### src/rtl/casx_pkg.sv
`timescale 1ns/1ps
package casx_pkg;
  localparam int DW       = 8;   // CPU data width
  localparam int AW       = 5;   // CPU address width
  localparam int NIB      = 4;   // signaling bits per channel
  localparam int CTRLW    = 5;   // control register width
  localparam int CB_E1    = 0;
  localparam int CB_ESF   = 1;
  localparam int CB_SWEN  = 2;
  localparam int CB_T16   = 3;
  localparam int CB_IRQ   = 4;
  localparam int T1_SLOTS = 24;
  localparam int E1_SIG_TS = 16;
endpackage

### src/rtl/casx_regfile.sv
`timescale 1ns/1ps
module casx_regfile
  import casx_pkg::*;
#(
  parameter int NREG = 16
) (
  input  logic                    clk,
  input  logic                    rst_n,
  input  logic                    cpu_we,
  input  logic [AW-1:0]           cpu_addr,
  input  logic [DW-1:0]           cpu_wdata,
  output logic [DW-1:0]           cpu_rdata,
  input  logic                    mf_start,
  output logic [2*NREG*NIB-1:0]   reg_nib,
  output logic [2*NREG-1:0]       en_flat,
  output logic [CTRLW-1:0]        ctrl,
  output logic                    mf_flag
);
  localparam int NCH       = 2 * NREG;
  localparam int NEN       = NCH / DW;
  localparam int ADDR_CTRL = NREG + NEN;
  localparam int ADDR_STS  = NREG + NEN + 1;

  logic [NREG-1:0][DW-1:0] sreg_q, sreg_d;
  logic [NEN-1:0][DW-1:0]  en_q, en_d;
  logic [CTRLW-1:0]        ctrl_q, ctrl_d;
  logic                    flag_q, flag_d;
  logic                    sts_clr;

  assign sts_clr = cpu_we && (cpu_addr == AW'(ADDR_STS)) && cpu_wdata[0];

  // next state
  always_comb begin
    sreg_d = sreg_q;
    en_d   = en_q;
    ctrl_d = ctrl_q;
    flag_d = flag_q;
    for (int k = 0; k < NREG; k++) begin
      if (cpu_we && (cpu_addr == AW'(k))) sreg_d[k] = cpu_wdata;
    end
    for (int j = 0; j < NEN; j++) begin
      if (cpu_we && (cpu_addr == AW'(NREG + j))) en_d[j] = cpu_wdata;
    end
    if (cpu_we && (cpu_addr == AW'(ADDR_CTRL))) ctrl_d = cpu_wdata[CTRLW-1:0];
    if (sts_clr)  flag_d = 1'b0;
    if (mf_start) flag_d = 1'b1;
  end

  // registers
  always_ff @(posedge clk or negedge rst_n) begin
    if (!rst_n) begin
      sreg_q <= '0;
      en_q   <= '0;
      ctrl_q <= '0;
      flag_q <= 1'b0;
    end else begin
      sreg_q <= sreg_d;
      en_q   <= en_d;
      ctrl_q <= ctrl_d;
      flag_q <= flag_d;
    end
  end

  // read mux
  always_comb begin
    cpu_rdata = '0;
    for (int k = 0; k < NREG; k++) begin
      if (cpu_addr == AW'(k)) cpu_rdata = sreg_q[k];
    end
    for (int j = 0; j < NEN; j++) begin
      if (cpu_addr == AW'(NREG + j)) cpu_rdata = en_q[j];
    end
    if (cpu_addr == AW'(ADDR_CTRL)) cpu_rdata = {{(DW-CTRLW){1'b0}}, ctrl_q};
    if (cpu_addr == AW'(ADDR_STS))  cpu_rdata = {{(DW-1){1'b0}}, flag_q};
  end

  // channel-indexed views: even channel in the upper nibble
  for (genvar k = 0; k < NREG; k++) begin : g_nib
    assign reg_nib[(2*k)*NIB   +: NIB] = sreg_q[k][DW-1 -: NIB];
    assign reg_nib[(2*k+1)*NIB +: NIB] = sreg_q[k][NIB-1:0];
  end
  for (genvar n = 0; n < NCH; n++) begin : g_en
    assign en_flat[n] = en_q[n / DW][n % DW];
  end

  assign ctrl    = ctrl_q;
  assign mf_flag = flag_q;

  p_flag_on_boundary_r4: assert property (@(posedge clk) disable iff (!rst_n)
    mf_start |=> mf_flag);
  p_flag_w1c_r4: assert property (@(posedge clk) disable iff (!rst_n)
    (sts_clr && !mf_start) |=> !mf_flag);
endmodule

### src/rtl/casx_hwshift.sv
`timescale 1ns/1ps
module casx_hwshift
  import casx_pkg::*;
#(
  parameter int NCH = 32
) (
  input  logic               clk,
  input  logic               rst_n,
  input  logic               hw_sig_in,
  input  logic               hw_sig_valid,
  output logic [NCH*NIB-1:0] hw_nib
);
  localparam int W = NCH * NIB;

  logic [W-1:0] shift_q, shift_d;

  always_comb begin
    shift_d = shift_q;
    if (hw_sig_valid) shift_d = {shift_q[W-2:0], hw_sig_in};
  end

  always_ff @(posedge clk or negedge rst_n) begin
    if (!rst_n) shift_q <= '0;
    else        shift_q <= shift_d;
  end

  // oldest bits (top of the shift stage) belong to channel 0
  for (genvar n = 0; n < NCH; n++) begin : g_map
    assign hw_nib[n*NIB +: NIB] = shift_q[(NCH-1-n)*NIB +: NIB];
  end

  p_shift_in_r10: assert property (@(posedge clk) disable iff (!rst_n)
    hw_sig_valid |=> (shift_q[0] == $past(hw_sig_in)));
endmodule

### src/rtl/casx_snapshot.sv
`timescale 1ns/1ps
module casx_snapshot
  import casx_pkg::*;
#(
  parameter int NCH = 32
) (
  input  logic               clk,
  input  logic               rst_n,
  input  logic               mf_start,
  input  logic [NCH*NIB-1:0] reg_nib,
  input  logic [NCH*NIB-1:0] hw_nib,
  input  logic [NCH-1:0]     en_flat,
  input  logic               e1_mode,
  input  logic               sw_en,
  input  logic               force_all,
  output logic [NCH*NIB-1:0] snap
);
  logic [NCH*NIB-1:0] pick, snap_q, snap_d;
  logic [NCH-1:0]     use_reg;

  for (genvar n = 0; n < NCH; n++) begin : g_sel
    assign use_reg[n] = e1_mode ? (force_all | en_flat[n]) : (sw_en & en_flat[n]);
    assign pick[n*NIB +: NIB] = use_reg[n] ? reg_nib[n*NIB +: NIB]
                                           : hw_nib[n*NIB +: NIB];
  end

  always_comb begin
    snap_d = snap_q;
    if (mf_start) snap_d = pick;
  end

  always_ff @(posedge clk or negedge rst_n) begin
    if (!rst_n) snap_q <= '0;
    else        snap_q <= snap_d;
  end

  assign snap = snap_q;

  p_hold_between_r3: assert property (@(posedge clk) disable iff (!rst_n)
    !mf_start |=> $stable(snap_q));
endmodule

### src/rtl/casx_chanmap.sv
`timescale 1ns/1ps
module casx_chanmap
  import casx_pkg::*;
#(
  parameter int NCH = 32
) (
  input  logic                   e1_mode,
  input  logic                   esf_mode,
  input  logic [$clog2(NCH)-1:0] slot_sel,
  input  logic [NCH*NIB-1:0]     snap,
  output logic [NIB-1:0]         sig_out,
  output logic                   sig_valid
);
  localparam int SW = $clog2(NCH);

  logic [SW-1:0]  idx;
  logic [NIB-1:0] raw;
  logic           vld;

  always_comb begin
    if (e1_mode) begin
      vld = (slot_sel != '0) && (slot_sel != SW'(E1_SIG_TS));
      idx = (slot_sel < SW'(E1_SIG_TS)) ? slot_sel - SW'(1) : slot_sel - SW'(2);
    end else begin
      vld = (slot_sel < SW'(T1_SLOTS));
      idx = slot_sel;
    end
    raw = snap[idx*NIB +: NIB];
    if (!vld) begin
      sig_out = '0;
    end else if (!e1_mode && !esf_mode) begin
      sig_out = {raw[NIB-1 -: 2], 2'b00};
    end else begin
      sig_out = raw;
    end
    sig_valid = vld;
  end
endmodule

### src/rtl/casx_tx_sig_inserter.sv
`timescale 1ns/1ps
module casx_tx_sig_inserter
  import casx_pkg::*;
#(
  parameter int NREG = 16
) (
  input  logic                          clk,
  input  logic                          rst_n,
  input  logic                          cpu_we,
  input  logic [AW-1:0]                 cpu_addr,
  input  logic [DW-1:0]                 cpu_wdata,
  output logic [DW-1:0]                 cpu_rdata,
  input  logic                          mf_start,
  input  logic                          hw_sig_in,
  input  logic                          hw_sig_valid,
  input  logic [$clog2(2*NREG)-1:0]     slot_sel,
  output logic [NIB-1:0]                sig_out,
  output logic                          sig_valid,
  output logic                          mf_irq
);
  localparam int NCH = 2 * NREG;

  logic                rst_s1, rst_s2;
  logic [NCH*NIB-1:0]  reg_nib, hw_nib, snap;
  logic [NCH-1:0]      en_flat;
  logic [CTRLW-1:0]    ctrl;
  logic                mf_flag;
  logic                e1_mode, esf_mode;

  // reset: asserted asynchronously, released on the clock
  always_ff @(posedge clk or negedge rst_n) begin
    if (!rst_n) begin
      rst_s1 <= 1'b0;
      rst_s2 <= 1'b0;
    end else begin
      rst_s1 <= 1'b1;
      rst_s2 <= rst_s1;
    end
  end

  casx_regfile #(.NREG(NREG)) u_regs (
    .clk(clk), .rst_n(rst_s2), .cpu_we(cpu_we), .cpu_addr(cpu_addr),
    .cpu_wdata(cpu_wdata), .cpu_rdata(cpu_rdata), .mf_start(mf_start),
    .reg_nib(reg_nib), .en_flat(en_flat), .ctrl(ctrl), .mf_flag(mf_flag)
  );

  casx_hwshift #(.NCH(NCH)) u_hw (
    .clk(clk), .rst_n(rst_s2), .hw_sig_in(hw_sig_in),
    .hw_sig_valid(hw_sig_valid), .hw_nib(hw_nib)
  );

  assign e1_mode  = ctrl[CB_E1];
  assign esf_mode = ctrl[CB_ESF];

  casx_snapshot #(.NCH(NCH)) u_snap (
    .clk(clk), .rst_n(rst_s2), .mf_start(mf_start), .reg_nib(reg_nib),
    .hw_nib(hw_nib), .en_flat(en_flat), .e1_mode(e1_mode),
    .sw_en(ctrl[CB_SWEN]), .force_all(ctrl[CB_T16]), .snap(snap)
  );

  casx_chanmap #(.NCH(NCH)) u_map (
    .e1_mode(e1_mode), .esf_mode(esf_mode), .slot_sel(slot_sel),
    .snap(snap), .sig_out(sig_out), .sig_valid(sig_valid)
  );

  assign mf_irq = mf_flag & ctrl[CB_IRQ];

  p_d4_cd_zero_r8: assert property (@(posedge clk) disable iff (!rst_s2)
    (!e1_mode && !esf_mode) |-> (sig_out[1:0] == 2'b00));
  p_e1_no_cas_slot_r9: assert property (@(posedge clk) disable iff (!rst_s2)
    (e1_mode && (slot_sel == '0 || slot_sel == 5'd16)) |-> (!sig_valid && sig_out == '0));
endmodule

### config.mk
export PLATFORM = sky130hd
export DESIGN_NAME = casx_tx_sig_inserter
export DESIGN_NICKNAME = d
export VERILOG_FILES = /design/src/rtl/casx_pkg.sv /design/src/rtl/casx_regfile.sv /design/src/rtl/casx_hwshift.sv /design/src/rtl/casx_snapshot.sv /design/src/rtl/casx_chanmap.sv /design/src/rtl/casx_tx_sig_inserter.sv
export SDC_FILE = /design/constraint.sdc
export NUM_CORES = 1
export LEC_CHECK = 0
export ABC_AREA = 1
export ABC_CLOCK_PERIOD_IN_PS = 14730
export CAP_MARGIN = 10
export CORE_MARGIN = 2
export CORE_UTILIZATION = 43
export CTS_CLUSTER_DIAMETER = 30
export DETAILED_ROUTE_END_ITERATION = 12
export RECOVER_POWER = 100
export SLEW_MARGIN = 20
export SYNTH_ARGS = -nofsm -noshare
export SYNTH_HDL_FRONTEND = slang
export SYNTH_SLANG_ARGS = --single-unit
### constraint.sdc
create_clock -name clk -period 14.73 [get_ports clk]
set_clock_uncertainty 0.15 [all_clocks]
set_input_delay 1.473 -clock clk [delete_from_list [all_inputs] [get_ports clk]]
set_output_delay 1.473 -clock clk [all_outputs]
set_load 0.02 [all_outputs]
==> results of run 1 <==
-- how the worst max path moves through the flow --
stage          slack, ns                          end  depth (start not counted)
2_1_floorplan       1.89  u_hw.shift_q[0]$_DFFE_PN0P_                          0
3_3_place_gp        7.56                   sig_out[2]                         15
3_5_place_dp        7.55                   sig_out[2]                         12
4_1_cts             7.54                   sig_out[2]                         12
5_1_grt             3.98                   sig_out[2]                         12
6_report            4.32                   sig_out[2]                         12
-- Yosys cell counts (all sizes together) (4+ instances only) --
cell	number	area [sq um]
nand2	521	1960
o21ai	461	2310
dfrtp	424	10600
nor2	276	1080
inv	256	961
a21oi	139	696
clkbuf	104	390
o22ai	69	432
o211ai	33	248
nand4	31	194
nand3	30	150
buf	20	104
o221ai	15	131
or2	15	93.8
ha	4	50.1
-- flip-flops by register name, indices dropped and copies added (netlist names) --
signal          cells
u_regs.ctrl         5
u_regs.reg_nib    128
rst_s2              1
u_regs.mf_flag      1
rst_s1              1
u_snap.snap       128
u_regs.en_flat     32
u_hw.shift_q      128
-- metrics by stage --
stage / cell area (sq um) / hold WS [ns] / total power [mW]
finish: 24300 / 0.204 / 4.76
global route: 24300 / 0.217 / 4.95
floorplan: 19500 / 0.181 / 1.89
detailed placement: 20300 / 0.186 / 2.12
global placement: 20300 / 0.189 / 2.11
CTS: 24400 / 0.202 / 4.78
-- power groups by stage --
| stage | Sequential [mW] | Combinational [mW] | Clock (mW) |
|---|---|---|---|
| 3_3_place_gp | 1.54 | 0.566 | 0 |
| 2_1_floorplan | 1.50 | 0.393 | 0 |
| 5_1_grt | 1.56 | 0.668 | 2.73 |
| 3_5_place_dp | 1.54 | 0.579 | 0 |
| 6_report | 1.54 | 0.591 | 2.64 |
| 4_1_cts | 1.53 | 0.586 | 2.66 |
-- routing by layer --
metal	part of all wire, %	GRT usage (%)	vias to the layer above
li1	-	-	8052
met1	44	37.8	8307
met2	44	41.2	726
met3	7.6	5.56	146
met4	3.5	10.5	0
met5	0	0	-
-- kinds of logic after synthesis --
logic type,Yosys count
multiplexers,2
AND/OR/NAND/NOR,875
AO/OA/AOI/OAI,722
flip-flops,424
other,1
XOR/XNOR,1
adder cells (fa/ha/maj),4
buffers and inverters,381
-- area by class of cell --
class                      instances  area share (%)
antenna                            1          0.0103
clock buffer                     136            12.3
clock inverter                    59            4.57
inverter                         257            3.97
multi-input combinational       1605            30.4
sequential                       424            43.7
tap                              600            3.09
timing repair buffer              56            2.00
==> qor.yml, run 1 <==
synthesis:
  post_synth_instance_area_sq_um: 19500
  synth_area_per_cell_sq_um: 8.09
  postSynthRegisterBits: 424
  yosys-mux-area-fraction_pct: 0.116
  synthFlopType: "dfrtp_1"
  gate_count_after_technology_mapping: 2410
  synth_enable_flop_cells: 0
  synth_fp_nets: 2438
  netlist-cell-type-count: 32
  synth_top_family_by_area: "compound AO/OA/AOI/OAI gates"
  synth-simple-area-share_pct: 17.9
  post_synthesis_compound_gate_area_fraction_pct: 19.8
  post_synth_fa_ha_maj_area_fraction_pct: 0.257
  synthesis_warnings: 0
  xor_xnor_cell_area_share_of_the_yosys_netlist_pct: 0.0449
  synth_sequential_area_ratio_pct: 54.4
  async_flop_share_pct: 100
clock_network:
  cts.sink_count: 424
  clkLatencyLatePin_ns: 0.65
  cts.path.max_buffers: 3
  postCtsHoldBufs: 0
  cts_root_buf: "clkbuf_16"
  ctsHtreeMaxLevel: 3
  cts_resized: 0
  cts_made_buffers: 105
  cts_tree: "built"
  postCtsSetupRepairBufs: 0
  clk_pin_slew_worst_paths_ns: 0.05
place:
  place_inst: 2941
  post-place-ws_ns: 7.55
  globalplace.congestion: 0.950
  dp_hpwl_mm: 41.2
  placement.io_buffers: 37
power_and_ir_drop:
  power.clock.fraction_pct: 55.3
  combinationalPowerShare_pct: 12.4
  total_switching_power_mw: 1.29
  power_density_nw_per_um2: 196
  total_leakage_power_nw: 11.4
  share_seq_of_total_power_pct: 32.3
  peakVddDrop_mv: 0.127
  switching_share_pct: 27.1
  internal_power_mw: 3.47
timing:
  grt_setup_unrepaired: "false"
  final_period_demand_of_the_worst_path_ns: 10.41
  maxSlewViolCount: 788
  max_clock_freq_mhz: 96.1
  normalized_max_slew_margin_pct: -208
  report.final.hold_viol_count: 0
  max_slew.worst_pin.slew_ns: 4.62
  finalSetupViolCount: 0
  sum_of_negative_setup_slack_ns: 0
  layout_setup_ws_ns: 4.32
  post-route-period-util_pct: 70.6
worst_hold_path:
  hp-start: "rst_s1$_DFF_PN0_"
  whs_endpoint: "rst_s2$_DFF_PN0_"
  min_path_type: "reg -> reg"
  worst_hold_path.num_cells: 0
final_layout:
  most_frequent_cells_in_the_layout: "nand2_1 (520), o21ai_0 (459), dfrtp_1 (424), nor2_1 (275), inv_1 (250)"
  num-nets-final: 2477
  area_growth_syn_to_layout_pct: 24.5
  final_layout_size_suffix_gt1_share_pct: 8.59
  multiInputGateArea_sq_um: 7380
  final_common_cell: "nand2_1"
  final_cell_count_no_fill: 3138
  seq_area_sq_um: 10600
  finalCoreUtilization_pct: 53.9
  num-fill-cells: 4190
floorplanning:
  fp.dieH_um: 217
  core.rowCount: 78
  num_io_pins: 38
  die-area_sq_um: 47100
  floorplan.initialDensity_pct: 43.2
  core_sq_um: 45100
  chipWidth_um: 217
worst_setup_path:
  path_cells: "clkdlybuf4s50_1, inv_2, nand3_1, nand2_2, clkbuf_1, inv_2, o21ai_0, a21oi_1, o311ai_0, nand3_1, a21oi_1, clkdlybuf4s50_1"
  arrival_ns: 8.78
  critical_path.max_fanout: 81
  worst_r2r_path_depth: 3
  critical_path.startpoint_type: "input pin"
  critical-path-top-delay-family: "buffers and inverters"
  worst_path_max_delay_cell: "clkbuf_1"
  critical_path_required_ns: 13.11
  crit_path_start: "slot_sel[4]"
  crit_buf_inv: 5
  rrSetupSlack_ns: 6.56
  critical-path-max-stage-delay_ns: 2.65
  critical_path.reg2reg.startpoint: "rst_s2$_DFF_PN0_"
  cp_endpoint_kind: "output port"
  r2r_end: "u_snap.snap[75]$_DFFE_PN0P_"
  path_class: "in -> out"
global_routing:
  grt_max_degree: 179
  first_global_vias: 16991
  globalRoute.totalOverflow: 0
  track_usage_pct: 27.0
  global_route_wire_length_before_repair_mm: 97.5
  grt_antenna_before_repair: 1
route:
  number_of_optimization_iterations_in_the_first_detailed_route_pass: 5
  routed_wirelength_mm: 62.3
  postRouteAntennaNets: 0
  drcViolationCount: 0
  vias_per_cell: 5.49
  vias: 17231
  routed_wire_length_per_instance_um: 19.8
  drt-initial-drc-count: 1786
run:
  max_cap_viol_count: 11
run_status:
  outcome: "finished with violations"
  failing_checks: "max-capacitance violations, max-slew violations"
(Power assumes the default switching activity.)
==> inputs of run 2 (changes only) <==
--- a/config.mk
+++ b/config.mk
@@ -6,7 +6,7 @@
 export NUM_CORES = 1
 export LEC_CHECK = 0
 export ABC_AREA = 1
-export ABC_CLOCK_PERIOD_IN_PS = 14730
+export ABC_CLOCK_PERIOD_IN_PS = 8550
 export CAP_MARGIN = 10
 export CORE_MARGIN = 2
 export CORE_UTILIZATION = 43
==> constraint.sdc (replaced) <==
create_clock -name clk -period 8.55 [get_ports clk]
set_clock_uncertainty 0.15 [all_clocks]
set_input_delay 0.855 -clock clk [delete_from_list [all_inputs] [get_ports clk]]
set_output_delay 0.855 -clock clk [all_outputs]
set_load 0.02 [all_outputs]
==> qor.yml, run 2 (synthesized netlist as in run 1, its figures left out) <==
floorplanning:
  floorplan.initialDensity_pct: 43.2  # unchanged
  die-area_sq_um: 47100  # unchanged
  core.rowCount: 78  # unchanged
  chipWidth_um: 217  # unchanged
  num_io_pins: 38  # unchanged
  fp.dieH_um: 217  # unchanged
  core_sq_um: 45100  # unchanged
clock_network:
  ctsHtreeMaxLevel: 3  # unchanged
  cts_made_buffers: 104  # -0.95%
  cts_tree: "built"
  cts_root_buf: "clkbuf_16"
  postCtsHoldBufs: 0  # unchanged
  postCtsSetupRepairBufs: 0  # unchanged
  clk_pin_slew_worst_paths_ns: 0.04  # about the same
  cts_resized: 0  # unchanged
  cts.sink_count: 424  # unchanged
  cts.path.max_buffers: 3  # unchanged
  clkLatencyLatePin_ns: 0.63  # -0.02 ns
route:
  number_of_optimization_iterations_in_the_first_detailed_route_pass: 5  # unchanged
  routed_wire_length_per_instance_um: 19.3  # -2.6%
  vias_per_cell: 5.43  # -1.1%
  vias: 17016  # -1.2%
  drt-initial-drc-count: 1924  # +7.7%
  postRouteAntennaNets: 0  # unchanged
  drcViolationCount: 0  # unchanged
  routed_wirelength_mm: 60.6  # -2.7%
global_routing:
  track_usage_pct: 26.1  # -0.83 points
  grt_max_degree: 188  # +5.0%
  first_global_vias: 16666  # -1.9%
  globalRoute.totalOverflow: 0  # unchanged
  grt_antenna_before_repair: 0  # -1
  global_route_wire_length_before_repair_mm: 95.1  # -2.5%
worst_hold_path:
  hp-start: "rst_s1$_DFF_PN0_"
  worst_hold_path.num_cells: 0  # unchanged
  min_path_type: "reg -> reg"
  whs_endpoint: "rst_s2$_DFF_PN0_"
worst_setup_path:
  critical_path.reg2reg.startpoint: "rst_s2$_DFF_PN0_"
  cp_endpoint_kind: "output port"
  r2r_end: "u_snap.snap[33]$_DFFE_PN0P_"
  critical_path.startpoint_type: "input pin"
  worst_r2r_path_depth: 1  # -2
  critical_path.max_fanout: 49  # -40%
  critical-path-max-stage-delay_ns: 1.32  # -1.33 ns
  path_cells: "clkdlybuf4s50_1, inv_2, nand3_1, nand2_1, inv_2, o21ai_0, a21oi_1, o311ai_1, nand3_1, a21oi_1, clkdlybuf4s50_1"
  critical_path_required_ns: 7.55  # -5.56 ns
  arrival_ns: 6.11  # -2.67 ns
  path_class: "in -> out"
  worst_path_max_delay_cell: "nand2_1"
  rrSetupSlack_ns: 5.34  # -1.22 ns
place:
  dp_hpwl_mm: 40.0  # -2.9%
  globalplace.congestion: 0.919  # -3.2%
  place_inst: 2939  # -0.068%
  placement.io_buffers: 37  # unchanged
final_layout:
  num-fill-cells: 4211  # +0.50%
  diodes: 0  # -1
  final_layout_size_suffix_gt1_share_pct: 8.45  # -0.15 points
  seq_area_sq_um: 10600  # unchanged
  multiInputGateArea_sq_um: 7380  # about the same
  final_cell_count_no_fill: 3134  # -0.13%
  num-nets-final: 2473  # -0.16%
  final_common_cell: "nand2_1"
  area_growth_syn_to_layout_pct: 22.9
  most_frequent_cells_in_the_layout: "nand2_1 (521), o21ai_0 (459), dfrtp_1 (424), nor2_1 (275), inv_1 (251)"
timing:
  normalized_max_slew_margin_pct: -150  # +58 points
  post-route-period-util_pct: 83.2
  final_period_demand_of_the_worst_path_ns: 7.12
  max_clock_freq_mhz: 140
  sum_of_negative_setup_slack_ns: 0  # unchanged
  maxSlewViolCount: 498  # -37%
  grt_setup_unrepaired: "false"
  finalSetupViolCount: 0  # unchanged
  report.final.hold_viol_count: 0  # unchanged
  max_slew.worst_pin.slew_ns: 3.74  # -0.873 ns
power_and_ir_drop:
  peakVddDrop_mv: 0.179  # +41%
  total_leakage_power_nw: 11.2  # -1.2%
  power_density_nw_per_um2: 327  # +67%
run_status:
  failing_checks: "max-capacitance violations, max-slew violations"
  outcome: "finished with violations"
run:
  max_cap_viol_count: 7  # -4
## run 2: changes by cell type in the layout (fill, tap and decap cells not counted), sizes merged
cell and change:
clkinv +8, clkbuf -7, clkinvlp +3, buf +3, diode -1, inv -1, bufinv -9
## run 2: final cells by class
class | instances | share of cell area [%]
clock buffers | 135 | 12.1
clock inverters | 60 | 3.58
inverters | 257 | 4.02
multi-input cells | 1605 | 30.8
flip-flops and latches | 424 | 44.3
well taps | 600 | 3.13
repair buffers | 53 | 2.05
## run 2: report_power, final
part / internal (mW) / total [mW] / switching, mW
combinational: 0.327 / 1.01 / 0.684
clock: 2.95 / 4.19 / 1.24
sequential: 2.37 / 2.64 / 0.270
total: 5.65 / 7.84 / 2.19
## run 2: metal layers
metal | GRT usage, % | up-vias | wire length (um)
met5 | 0 | - | 0
met4 | 10.3 | 0 | 2250
met3 | 6.08 | 151 | 4720
met2 | 40.3 | 665 | 26900
met1 | 35.8 | 8160 | 26700
li1 | - | 8040 | -
## run 2: worst max path at each step
stage | startpoint | endpoint
2_1_floorplan | rst_s2$_DFF_PN0_ | u_hw.shift_q[0]$_DFFE_PN0P_
3_3_place_gp | slot_sel[1] | sig_out[2]
3_5_place_dp | slot_sel[0] | sig_out[2]
4_1_cts | slot_sel[1] | sig_out[2]
5_1_grt | slot_sel[4] | sig_out[2]
6_report | slot_sel[4] | sig_out[2]
## run 2: stage by stage
| stage | instance area, sq um | power, mW | util, % | hold slack, ns | worst slack [ns] |
|---|---|---|---|---|---|
| finish | 24000 | 7.84 | 53.2 | 0.201 | 1.43 |
| global route | 24000 | 8.17 | 53.2 | 0.224 | 1.11 |
| CTS | 24000 | 7.87 | 53.3 | 0.205 | 2.28 |
| detailed placement | 20300 | 3.65 | 45.0 | 0.195 | 2.28 |
| global placement | 20300 | 3.63 | 45.0 | 0.191 | 2.33 |
| floorplan | 19500 | 3.25 | - | 0.181 | 1.49 |
## run 2: critical path: cells and delay by family
kind / cells / cell delay, ns
AND/OR/NAND/NOR: 3 / 1.60
AO/OA/AOI/OAI: 4 / 1.40
buffers and inverters: 4 / 2.18
==> inputs of run 3 (changes only) <==
--- a/config.mk
+++ b/config.mk
@@ -6,7 +6,7 @@
 export NUM_CORES = 1
 export LEC_CHECK = 0
 export ABC_AREA = 1
-export ABC_CLOCK_PERIOD_IN_PS = 8550
+export ABC_CLOCK_PERIOD_IN_PS = 7400
 export CAP_MARGIN = 10
 export CORE_MARGIN = 2
 export CORE_UTILIZATION = 43
==> constraint.sdc (replaced) <==
create_clock -name clk -period 7.4 [get_ports clk]
set_clock_uncertainty 0.15 [all_clocks]
set_input_delay 0.74 -clock clk [delete_from_list [all_inputs] [get_ports clk]]
set_output_delay 0.74 -clock clk [all_outputs]
set_load 0.02 [all_outputs]
==> qor.yml, run 3 (synthesized netlist as in run 1, its figures left out) <==
power_and_ir_drop:
  design_power_total_mw: 9.13  # +17%
  peakVddDrop_mv: 0.260  # +45%
  total_leakage_power_nw: 11.2  # +0.24%
  power_density_nw_per_um2: 380  # +16%
worst_setup_path:
  arrival_ns: 5.13  # -0.98 ns
  critical_path.startpoint_type: "input pin"
  path_class: "in -> out"
  critical_path.reg2reg.startpoint: "rst_s2$_DFF_PN0_"
  critical_path.max_fanout: 32  # -35%
  rrSetupSlack_ns: 2.36  # -2.98 ns
  worst_path_max_delay_cell: "dlygate4sd3_1"
  crit_buf_inv: 5  # +1
  critical_path_required_ns: 6.51  # -1.04 ns
  critical-path-max-stage-delay_ns: 0.75  # -0.57 ns
  path_cells: "clkdlybuf4s50_1, inv_1, ha_1, nand2_1, o21ai_1, nor2_1, nor2_1, buf_4, inv_1, o21ai_0, a21oi_1, o311ai_1, nand3_1, a21oi_1, dlygate4sd3_1"
  worst_r2r_path_depth: 1  # unchanged
  cp_endpoint_kind: "output port"
  critical-path-top-delay-family: "buffers and inverters"
  r2r_end: "u_snap.snap[96]$_DFFE_PN0P_"
global_routing:
  globalRoute.totalOverflow: 0  # unchanged
  grt_max_degree: 170  # -9.6%
  first_global_vias: 16612  # -0.32%
  global_route_wire_length_before_repair_mm: 97.7  # +2.7%
  grt_antenna_before_repair: 2  # +2
  track_usage_pct: 27.1  # +0.92 points
route:
  vias: 17165  # +0.88%
  routed_wirelength_mm: 62.1  # +2.5%
  drt-initial-drc-count: 2015  # +4.7%
  drcViolationCount: 0  # unchanged
  number_of_optimization_iterations_in_the_first_detailed_route_pass: 6  # +1
  routed_wire_length_per_instance_um: 19.8  # +2.4%
  vias_per_cell: 5.47  # +0.78%
  postRouteAntennaNets: 0  # unchanged
floorplanning:
  fp.dieH_um: 217  # unchanged
  die-area_sq_um: 47100  # unchanged
  num_io_pins: 38  # unchanged
  core.rowCount: 78  # unchanged
  core_sq_um: 45100  # unchanged
  floorplan.initialDensity_pct: 43.2  # unchanged
  chipWidth_um: 217  # unchanged
timing:
  maxSlewViolCount: 371  # -26%
  final_period_demand_of_the_worst_path_ns: 6.02
  sum_of_negative_setup_slack_ns: 0  # unchanged
  report.final.hold_viol_count: 0  # unchanged
  grt_setup_unrepaired: "false"
  normalized_max_slew_margin_pct: -159  # -9.4 points
  max_clock_freq_mhz: 166
  finalSetupViolCount: 0  # unchanged
  max_slew.worst_pin.slew_ns: 3.89  # +0.142 ns
  post-route-period-util_pct: 81.3
clock_network:
  postCtsHoldBufs: 0  # unchanged
  clk_pin_slew_worst_paths_ns: 0.04  # about the same
  cts_made_buffers: 104  # unchanged
  cts.sink_count: 424  # unchanged
  cts_tree: "built"
  cts_resized: 0  # unchanged
  clkLatencyLatePin_ns: 0.64  # about the same
  postCtsSetupRepairBufs: 0  # unchanged
  cts.path.max_buffers: 3  # unchanged
  ctsHtreeMaxLevel: 3  # unchanged
  cts_root_buf: "clkbuf_16"
place:
  dp_hpwl_mm: 42.5  # +6.2%
  globalplace.congestion: 0.961  # +4.6%
  placement.io_buffers: 37  # unchanged
final_layout:
  diodes: 0  # unchanged
  final_common_cell: "nand2_1"
  most_frequent_cells_in_the_layout: "nand2_1 (520), o21ai_0 (459), dfrtp_1 (424), nor2_1 (276), inv_1 (249)"
  num-fill-cells: 4239  # +0.66%
  num-nets-final: 2475  # +0.081%
  final_layout_size_suffix_gt1_share_pct: 8.95  # +0.50 points
  area_growth_syn_to_layout_pct: 23.3
run_status:
  failing_checks: "max-capacitance violations, max-slew violations"
  outcome: "finished with violations"
worst_hold_path:
  min_path_type: "in -> async"
run:
  max_cap_viol_count: 5  # -2
run 3: cell count changes in the layout (fill, tap and decap cells not counted), sizes merged:
| cell | previous run | this run |
|---|---|---|
| clkinvlp | 10 | 14 |
| buf | 13 | 15 |
| bufinv | 19 | 18 |
| clkbuf | 140 | 139 |
| clkdlybuf4s50 | 20 | 19 |
| dlygate4sd3 | 15 | 16 |
| inv | 259 | 258 |
run 3: stage by stage:
step           setup slack, ns  hold WS [ns]  instances  utilization, %  area (sq um)
2_1_floorplan            0.335         0.181       2410               -         19500
3_3_place_gp              1.87         0.190       2941            45.0         20300
3_5_place_dp              1.71         0.195       2941            45.0         20300
4_1_cts                   1.70         0.108       3137            53.5         24100
5_1_grt                   1.11         0.186       3137            53.3         24000
6_report                  1.38         0.199       3137            53.3         24000
run 3: layout make-up:
| type | count | area (sq um) | share of cell area [%] |
|---|---|---|---|
| clock inverter | 62 | 862 | 3.59 |
| clock buffer | 134 | 2980 | 12.4 |
| tap | 600 | 751 | 3.12 |
| sequential | 424 | 10600 | 44.1 |
| inverter | 257 | 965 | 4.01 |
| multi-input combinational | 1605 | 7380 | 30.7 |
| timing repair buffer | 55 | 495 | 2.06 |
run 3: metal layers:
layer	up-vias	wire length, um	track usage, %
li1	8031	-	-
met1	8300	27900	38.2
met2	680	26800	40.0
met3	154	5020	6.15
met4	0	2340	11.7
met5	-	0	0
run 3: worst max-delay path by stage:
stage                           from                           to  slack [ns]  depth (start not counted)
global route             slot_sel[1]                   sig_out[2]        1.11                         15
global placement         slot_sel[1]                   sig_out[2]        1.87                         15
CTS                      slot_sel[0]                   sig_out[2]        1.70                         15
detailed placement       slot_sel[0]                   sig_out[2]        1.71                         15
floorplan           rst_s2$_DFF_PN0_  u_hw.shift_q[0]$_DFFE_PN0P_        0.34                          0
finish                   slot_sel[0]                   sig_out[2]        1.38                         15
run 3: where the power goes:
part / internal [mW] / switching [mW]
sequential: 2.74 / 0.331
clock: 3.44 / 1.44
combinational: 0.373 / 0.812
